$ cat src/rtl/lock_pkg.sv
package lock_pkg;
  typedef enum logic [1:0] {
    WIN_IDLE = 2'd0,
    WIN_GOOD = 2'd1,
    WIN_BAD  = 2'd2
  } win_kind_t;
endpackage

$ cat src/rtl/lock_edge_sync.sv
module lock_edge_sync #(
  parameter int STAGES = 2
) (
  input  logic clk,
  input  logic rst_n,
  input  logic btn,
  output logic evt
);
  logic [STAGES-1:0] sh_q;
  logic              last_q;

  always_ff @(posedge clk or negedge rst_n) begin
    if (!rst_n) begin
      sh_q   <= '0;
      last_q <= 1'b0;
    end else begin
      sh_q   <= {sh_q[STAGES-2:0], btn};
      last_q <= sh_q[STAGES-1];
    end
  end

  assign evt = sh_q[STAGES-1] & ~last_q;
endmodule

$ cat src/rtl/lock_key_cmp.sv
module lock_key_cmp #(
  parameter int DIGITS = 2,
  parameter int NIB_W  = 4,
  parameter logic [DIGITS*NIB_W-1:0] KEY_BCD = 8'h47
) (
  input  logic [DIGITS*NIB_W-1:0] code,
  output logic                    match
);
  logic [DIGITS-1:0] dig_eq;

  for (genvar d = 0; d < DIGITS; d++) begin : g_digit
    assign dig_eq[d] = (code[d*NIB_W +: NIB_W] == KEY_BCD[d*NIB_W +: NIB_W]);
  end

  assign match = &dig_eq;
endmodule

$ cat src/rtl/lock_fail_ctr.sv
module lock_fail_ctr #(
  parameter int MAX_FAILS = 3,
  localparam int CNT_W = $clog2(MAX_FAILS + 1)
) (
  input  logic             clk,
  input  logic             rst_n,
  input  logic             clr,
  input  logic             good,
  input  logic             bad,
  output logic [CNT_W-1:0] cnt,
  output logic             locked
);
  logic [CNT_W-1:0] cnt_nxt;

  assign cnt_nxt = cnt + CNT_W'(1);

  always_ff @(posedge clk or negedge rst_n) begin
    if (!rst_n) begin
      cnt    <= '0;
      locked <= 1'b0;
    end else if (clr) begin
      cnt    <= '0;
      locked <= 1'b0;
    end else if (good) begin
      cnt <= '0;
    end else if (bad) begin
      cnt <= cnt_nxt;
      if (cnt_nxt == CNT_W'(MAX_FAILS)) locked <= 1'b1;
    end
  end
endmodule

$ cat src/rtl/lock_window_tmr.sv
module lock_window_tmr
  import lock_pkg::*;
#(
  parameter int OPEN_CYCLES = 300_000_000,
  localparam int TMR_W = $clog2(OPEN_CYCLES + 1)
) (
  input  logic      clk,
  input  logic      rst_n,
  input  logic      clr,
  input  logic      start_good,
  input  logic      start_bad,
  output win_kind_t kind
);
  logic [TMR_W-1:0] left_q;

  always_ff @(posedge clk or negedge rst_n) begin
    if (!rst_n) begin
      kind   <= WIN_IDLE;
      left_q <= '0;
    end else if (clr) begin
      kind   <= WIN_IDLE;
      left_q <= '0;
    end else if (start_good || start_bad) begin
      kind   <= start_good ? WIN_GOOD : WIN_BAD;
      left_q <= TMR_W'(OPEN_CYCLES - 1);
    end else if (kind != WIN_IDLE) begin
      if (left_q == '0) kind <= WIN_IDLE;
      else              left_q <= left_q - TMR_W'(1);
    end
  end
endmodule

$ cat src/rtl/combo_lock_ctrl.sv
module combo_lock_ctrl
  import lock_pkg::*;
#(
  parameter int DIGITS      = 2,
  parameter int NIB_W       = 4,
  parameter logic [DIGITS*NIB_W-1:0] KEY_BCD = 8'h47,
  parameter int MAX_FAILS   = 3,
  parameter int OPEN_CYCLES = 300_000_000,
  parameter int SYNC_STAGES = 2,
  localparam int CODE_W = DIGITS * NIB_W,
  localparam int CNT_W  = $clog2(MAX_FAILS + 1)
) (
  input  logic              clk,
  input  logic              rst_n,
  input  logic              try_btn,
  input  logic              admin_btn,
  input  logic [CODE_W-1:0] code_in,
  output logic              open_o,
  output logic              green_o,
  output logic              red_o,
  output logic              alarm_o,
  output logic              locked_o,
  output logic [CNT_W-1:0]  fail_cnt_o
);
  localparam int BTN_TRY = 0;
  localparam int BTN_ADM = 1;
  localparam int N_BTN   = 2;

  logic [N_BTN-1:0] btn_lvl;
  logic [N_BTN-1:0] btn_evt;
  logic             try_evt;
  logic             adm_evt;
  logic             match;
  logic             try_ok;
  win_kind_t        kind;

  assign btn_lvl[BTN_TRY] = try_btn;
  assign btn_lvl[BTN_ADM] = admin_btn;

  for (genvar b = 0; b < N_BTN; b++) begin : g_btn
    lock_edge_sync #(.STAGES(SYNC_STAGES)) u_sync (
      .clk  (clk),
      .rst_n(rst_n),
      .btn  (btn_lvl[b]),
      .evt  (btn_evt[b])
    );
  end

  assign try_evt = btn_evt[BTN_TRY];
  assign adm_evt = btn_evt[BTN_ADM];

  lock_key_cmp #(.DIGITS(DIGITS), .NIB_W(NIB_W), .KEY_BCD(KEY_BCD)) u_cmp (
    .code (code_in),
    .match(match)
  );

  // administrator event outranks a simultaneous try; lockout swallows tries
  assign try_ok = try_evt & ~adm_evt & ~locked_o;

  lock_fail_ctr #(.MAX_FAILS(MAX_FAILS)) u_ctr (
    .clk   (clk),
    .rst_n (rst_n),
    .clr   (adm_evt),
    .good  (try_ok & match),
    .bad   (try_ok & ~match),
    .cnt   (fail_cnt_o),
    .locked(locked_o)
  );

  lock_window_tmr #(.OPEN_CYCLES(OPEN_CYCLES)) u_tmr (
    .clk       (clk),
    .rst_n     (rst_n),
    .clr       (adm_evt),
    .start_good(try_ok & match),
    .start_bad (try_ok & ~match),
    .kind      (kind)
  );

  assign green_o = (kind == WIN_GOOD);
  assign open_o  = green_o;
  assign red_o   = (kind == WIN_BAD);
  assign alarm_o = locked_o;
endmodule

$ cat config.mk
export PLATFORM = sky130hd
export DESIGN_NAME = combo_lock_ctrl
export DESIGN_NICKNAME = d
export VERILOG_FILES = /design/src/rtl/lock_pkg.sv /design/src/rtl/lock_edge_sync.sv /design/src/rtl/lock_key_cmp.sv /design/src/rtl/lock_fail_ctr.sv /design/src/rtl/lock_window_tmr.sv /design/src/rtl/combo_lock_ctrl.sv
export SDC_FILE = /design/constraint.sdc
export NUM_CORES = 1
export LEC_CHECK = 0
export BUFFER_PORTS_ARGS = -buffer_cell sky130_fd_sc_hd__buf_2
export CAP_MARGIN = 20
export CORE_ASPECT_RATIO = 1.2
export CORE_MARGIN = 5
export CORE_UTILIZATION = 40
export DETAILED_ROUTE_END_ITERATION = 7
export GPL_TIMING_DRIVEN = 0
export PLACE_DENSITY = 0.68
export SLEW_MARGIN = 20
export SYNTH_ARGS = -nofsm -noshare
export SYNTH_HDL_FRONTEND = slang
export SYNTH_SLANG_ARGS = --single-unit
$ cat constraint.sdc
create_clock -name clk -period 2.1 [get_ports clk]
set_input_delay 0.315 -clock clk [delete_from_list [all_inputs] [get_ports clk]]
set_output_delay 0.315 -clock clk [all_outputs]
set_load 0.01 [all_outputs]
# Yosys cells after proc, flatten, opt, wreduce, memory -nomap -nowiden
# Index checks and enable logic that the tools add are counted.
[op_classes]
n_addsub = 2
eq_ne = 7
mux = 16
bitwise = 11
reduce_logical = 12
[ops]
columns = ["operator", "n"]
rows = [
  ["2-to-1 mux 29 bit", 4],
  ["logical NOT 29 bit", 1],
  ["subtractor 29 x 1 -> 29 bit, second input constant", 1],
  ["2-to-1 mux 2 bit", 8],
  ["nonzero test 3 bit", 3],
  ["== test 4 x 3 -> 1 bit, second input constant", 2],
  ["AND 1 bit", 6],
  ["AND reduction 2 bit", 3],
  ["nonzero test 2 bit", 3],
  ["NOT 1 bit", 5],
  ["== test 2 bit, second input constant", 2],
  ["2-to-1 mux 1 bit", 4],
  ["inequality test 3 x 2 -> 1 bit, second input constant", 1],
  ["AND reduction 3 bit", 1],
  ["adder 2 x 1 -> 2 bit, second input constant", 1],
  ["== test 2 x 1 -> 1 bit, second input constant", 1],
  ["inequality test 2 bit, second input constant", 1],
  ["logical OR 1 bit", 1],
]
[totals]
ff_bits = 40
input_bits = 12
out_inout_bits = 7
word_cells = 56

# Depth between registers and ports, before layout
[logic_depth]
depth_word = 9
mapped_depth = 10
depth_no_buf = 7

# By module
# A second synthesis with hierarchy kept.
[unflattened]
cells_unflattened = 208
hier_area_um2 = 2153.3
[modules_own_cells]
columns = ["module", "instances", "cells_per_inst", "area_each_um2", "seq_area_each_um2"]
rows = [
  ["lock_window_tmr", 1, 178, 1745.4, 775.7],
  ["lock_edge_sync", 2, 4, 88.8, 75.1],
  ["lock_fail_ctr", 1, 13, 147.6, 75.1],
  ["combo_lock_ctrl", 1, 6, 55.1, 0.0],
  ["lock_key_cmp", 1, 3, 27.5, 0.0],
]

# Worst setup path after synthesis
# OpenSTA, ideal clock, no wires.
[synth_timing]
path_type = "register to register"
startpoint = "register u_tmr.left_q[5]"
endpoint = "register u_tmr.left_q[20]"
setup_ns = 0.122
arrival_time_ns = 2.176
required_time_ns = 1.978
setup_slack_ns = -0.199
path_stages_with_launch = 7
n_path_buf = 2
synth_period_minus_slack_ns = 2.299
cell_sequence = "dfrtp_1 -> or4_1 -> buf_2 -> or4_4 -> buf_6 -> or4_4 -> mux2i_1"
[synth_between]
elab_chain_len = 5
elab_cells_between_ends = 8
classes_between = "add/sub (1); eq/ne (1); mux (4); reduce/logical (2)"
[synth_lines]
columns = ["element", "line_no", "rtl"]
rows = [
  ["from (decl)", "lock_window_tmr.sv:14", "logic [TMR_W-1:0] left_q;"],
  ["from (signal assigned)", "lock_window_tmr.sv:25", "left_q <= TMR_W'(OPEN_CYCLES - 1);"],
  ["from (signal assigned)", "lock_window_tmr.sv:28", "else left_q <= left_q - TMR_W'(1);"],
  ["subtractor 29 x 1 -> 29 bit", "lock_window_tmr.sv:28", ""],
  ["2-to-1 mux 29 bit", "lock_window_tmr.sv:27", "if (left_q == '0) kind <= WIN_IDLE;"],
  ["2-to-1 mux 29 bit", "lock_window_tmr.sv:26", "end else if (kind != WIN_IDLE) begin"],
  ["2-to-1 mux 29 bit", "lock_window_tmr.sv:23", "end else if (start_good || start_bad) begin"],
  ["2-to-1 mux 29 bit", "lock_window_tmr.sv:20", "end else if (clr) begin"],
]
# Parallel ways exist; a longest one is shown, timed or not. The select of a mux whose other input is x is not followed.
# A chain may end at the register's enable or synchronous reset.

# Final worst setup path
[layout_timing]
startpoint = "register u_tmr.left_q[13]"
endpoint = "register u_tmr.left_q[17]"
# The elaborated chain is that of the path after synthesis.

==> results by group <==
Timing
  – Period utilization: 111.2%
  – Final hold violations: 0
  – Maximum clock frequency: 428.1 MHz
  – Worst Max-Slew Pin Slew: 0.9251 ns
  – Headroom to the max-slew limit: 38.33%
  – Fin crit period: 2.336 ns
  – Setup TNS after final layout: -4.184 ns
  – Unrepaired setup endpoints after global routing: true
  – Worst Skew: 0.008989 ns
  – Number of pins exceeding their max-slew limit in the final report: 0
  – Final Setup Violations: 31
  – Final Worst Setup Slack: -0.2360 ns

Critical path
  – Crit. End Element: flip-flop
  – CP Max Fanout: 7
  – Critical path type: reg -> reg
  – Total stage count of the critical path: 6
  – Required @ worst endpoint: 2.33 ns
  – Critical path buffers and inverters: 1
  – Cell family with most CP delay: simple AND/OR/NAND/NOR gates
  – Worst R2R Setup Slack: -0.24 ns
  – Endpoint of the worst register-to-register path: u_tmr.left_q[17]
  – Cell depth of the worst flop-to-flop path: 6
  – Worst path cell trace: or3_4 -> or3_4 -> buf_8 -> or3_4 -> or4_4 -> a21oi_1
  – Critical Path Max Stage Delay: 0.42 ns
  – Reg-to-Reg Start: u_tmr.left_q[13]
  – Arrival time worst endpoint: 2.56 ns
  – CP dominant cell by count: or3_4
  – Critical-path top delay cell: or4_4
  – Worst setup SP type: flip-flop

Floorplanning
  – Die area: 6989 um2
  – Floorplan die height: 90.59 um
  – Core Footprint: 5261 um2
  – Die width: 77.16 um
  – Starting utilization of the core area: 41.14%
  – Count of standard-cell rows: 29
  – Number of I/O pins: 19

Drt
  – Post-DR wirelength/cell: 18.32 um
  – 1st-iter DRT viols: 98
  – First drt pass iteration count: 4
  – Drt via density: 6.017
  – Total length of routed wires: 6392 um
  – Via total after detailed routing: 2100
  – Antenna viol nets, final: 0
  – Post-detailed-route DRC marker count: 0

Finish
  – Post-Layout Inst Area: 3069 um2
  – Nets: 301
  – Final core utilization: 58.34%
  – Register Area: 1002 um2
  – Leading cell type in the layout, fill and taps excluded: dfrtp_1
  – Footprint of the multi-input gates: 1328 um2
  – Final std cells w/o fill: 349
  – Share of final-layout standard cells stronger than drive strength 1: 39.37%
  – Most frequent cells in the layout: 39 x dfrtp_1, 28 x buf_4, 19 x buf_2, 16 x or3_1, 15 x a21oi_1
  – Fill cell total of the finished layout: 432
  – Layout area overhead: 41.79%
  – Ant diodes: 0

Global route
  – Global-route wire length before repair: 10390 um
  – Initial antenna violation count: 0
  – Grt ovf: 0
  – Number of global-route vias before repair: 2138
  – Maximum number of pins on one net before global-route repair: 41
  – Overall Global Routing Usage: 18.17%

Power
  – Maximum resistive drop on vdd: 539.4 uV
  – Reported leakage power: 0.001279 uW
  – Switching component of the power: 691.3 uW
  – Total power: 2038 uW
  – Combinational fraction of design power: 28.0%
  – Clock share of power: 26.1%
  – Int Power: 1347 uW
  – P per Cell Area: 664.0 nW/um2
  – Switching Share: 33.92%
  – Share of total power in sequential cells: 46.0%

Logic synthesis
  – Warning count from the yosys run: 0
  – Area of the mapped netlist: 2165 um2
  – Average size of a mapped cell: 9.578 um2
  – Main flop type after synthesis: dfrtp_1
  – Register bit total from synthesis: 40
  – Post-synth EDFFs: 0
  – Total nets after synthesis: 241
  – Sequential element share of the synthesized area: 46.24%
  – Fraction of registers with async set/reset: 100.0%
  – Distinct cell type count after synthesis: 39
  – Number of instances in the synthesized netlist: 226

Status
  – Result of the run: complete, but fails checks
  – Violated checks: negative setup slack

CTS
  – Number of levels in the clock H-tree: 2
  – Clk buf depth: 2
  – Root buffer selected by CTS: clkbuf_8
  – Number of hold buffers added after CTS: 0
  – Clk sinks: 40
  – Skew-Pair Late Insertion Delay: 0.30 ns
  – Clock buffer count from CTS: 5
  – Clock transition time at the flip-flop clock pins of the worst setup and hold paths: 0.09 ns
  – CTS tree: built

Placement
  – Gp weighted congestion: 0.8422
  – Placed cells: 306
  – # port buffers: 18
  – Cell area after placement: 2354 um2
  – Hpwl dp: 3598 um

Min path
  – Capture endpoint of the worst hold path: g_btn[1].u_sync.sh_q[0]
  – Hold Path Origin: admin_btn
  – Type of the most critical hold path: in -> reg
  – Hold path depth: 1

Job
  – Number of max-cap violations: 0
-- state kept, by name (all words and copies together), names as in the netlist --
| signal | count |
|---|---|
| u_ctr.locked | 1 |
| u_tmr.left_q | 29 |
| u_tmr.kind | 2 |
| g_btn.u_sync.sh_q | 4 |
| g_btn.u_sync.last_q | 2 |
| u_ctr.cnt | 2 |
-- per-stage QoR --
step | worst slack (ns) | hold slack, ns
4_1_cts | -0.2679 | 0.1054
3_3_place_gp | -0.4676 | 0.3317
5_1_grt | -0.3342 | 0.09319
3_5_place_dp | -0.5045 | 0.3356
6_report | -0.2360 | 0.1130
2_1_floorplan | -0.1986 | 0.01941
-- logic make-up (layout without fill, tap and decap cells) --
| kind of cell | after synthesis | count (layout) | share of synthesized area (%) |
|---|---|---|---|
| multiplexers | 7 | 7 | 3.237 |
| AO/OA/AOI/OAI | 53 | 53 | 14.86 |
| flip-flops | 40 | 40 | 46.24 |
| buffers and inverters | 21 | 82 | 4.855 |
| XOR/XNOR | 1 | 1 | 0.4047 |
| adder cells (fa/ha/maj) | 3 | 3 | 1.734 |
| AND/OR/NAND/NOR | 101 | 101 | 28.67 |
-- worst reg2reg max path: cells and delay by family (launching register included) --
| family | cells | cell delay, ns |
|---|---|---|
| buffers and inverters | 1 | 0.15 |
| AO/OA/AOI/OAI | 1 | 0.13 |
| flip-flops | 1 | 0.41 |
| AND/OR/NAND/NOR | 4 | 1.57 |
-- metal layers --
metal	vias up	track usage [%]	routed length [um]	share of wire, %
met3	11	3.393	271	4.2
li1	981	-	-	-
met5	-	0	0	0
met1	1043	21.64	2636	41
met2	65	31.88	3328	52
met4	0	6.877	157	2.5
-- synth_stat cells (2+ instances only) --
cell type / number / area, um2
a21oi_1: 17 / 85.08
a31oi_1: 12 / 75.07
and4_1: 2 / 17.52
buf_2: 3 / 15.01
buf_4: 4 / 30.03
clkbuf_1: 8 / 30.03
dfrtp_1: 40 / 1001
ha_1: 3 / 37.54
inv_1: 5 / 18.77
mux2i_1: 7 / 70.07
nand2_1: 11 / 41.29
nand2b_1: 4 / 25.02
nand3_1: 3 / 15.01
nand4_1: 2 / 12.51
nand4b_1: 2 / 17.52
nor2_1: 13 / 48.80
nor2b_1: 4 / 25.02
nor3_1: 6 / 30.03
nor4_1: 9 / 56.30
nor4b_2: 2 / 30.03
o21ai_0: 9 / 45.04
o31ai_1: 10 / 75.07
or2_2: 2 / 12.51
or3_1: 21 / 131.4
or4_1: 12 / 90.09
or4_4: 2 / 22.52
-- power by group through the flow --
stage | clock [uW] | sequential (uW) | combinational (uW)
floorplan | 0 | 924 | 274
finish | 531 | 937 | 570
detailed placement | 0 | 938 | 380
global route | 595 | 948 | 620
global placement | 0 | 937 | 371
CTS | 549 | 926 | 493
-- worst max path at each step --
| stage | slack (ns) | startpoint | end |
|---|---|---|---|
| 2_1_floorplan | -0.20 | u_tmr.left_q[5] | u_tmr.left_q[20] |
| 6_report | -0.24 | u_tmr.left_q[13] | u_tmr.left_q[17] |
| 5_1_grt | -0.33 | u_tmr.left_q[3] | u_tmr.left_q[27] |
| 4_1_cts | -0.27 | u_tmr.left_q[5] | u_tmr.left_q[20] |
| 3_5_place_dp | -0.50 | u_tmr.left_q[5] | u_tmr.left_q[0] |
| 3_3_place_gp | -0.47 | u_tmr.left_q[10] | u_tmr.left_q[0] |
-- area by class of cell --
type | count | share of cell area [%]
plain buffers | 15 | 4.444
clock buffers | 5 | 2.242
clock inverters | 3 | 0.7746
inverters | 5 | 0.6115
multi-input cells | 165 | 43.25
flip-flops and latches | 40 | 32.65
well taps | 62 | 2.528
repair buffers | 54 | 13.49
-- repair_timing --
item	in CTS	in global routing
buffers inserted	24	10
gates resized for setup	47	34
endpoints found under the setup margin	31	31
cloned	1	1
hold endpoints to repair	0	0
pin swaps	25	22
(Power assumes the default switching activity.)
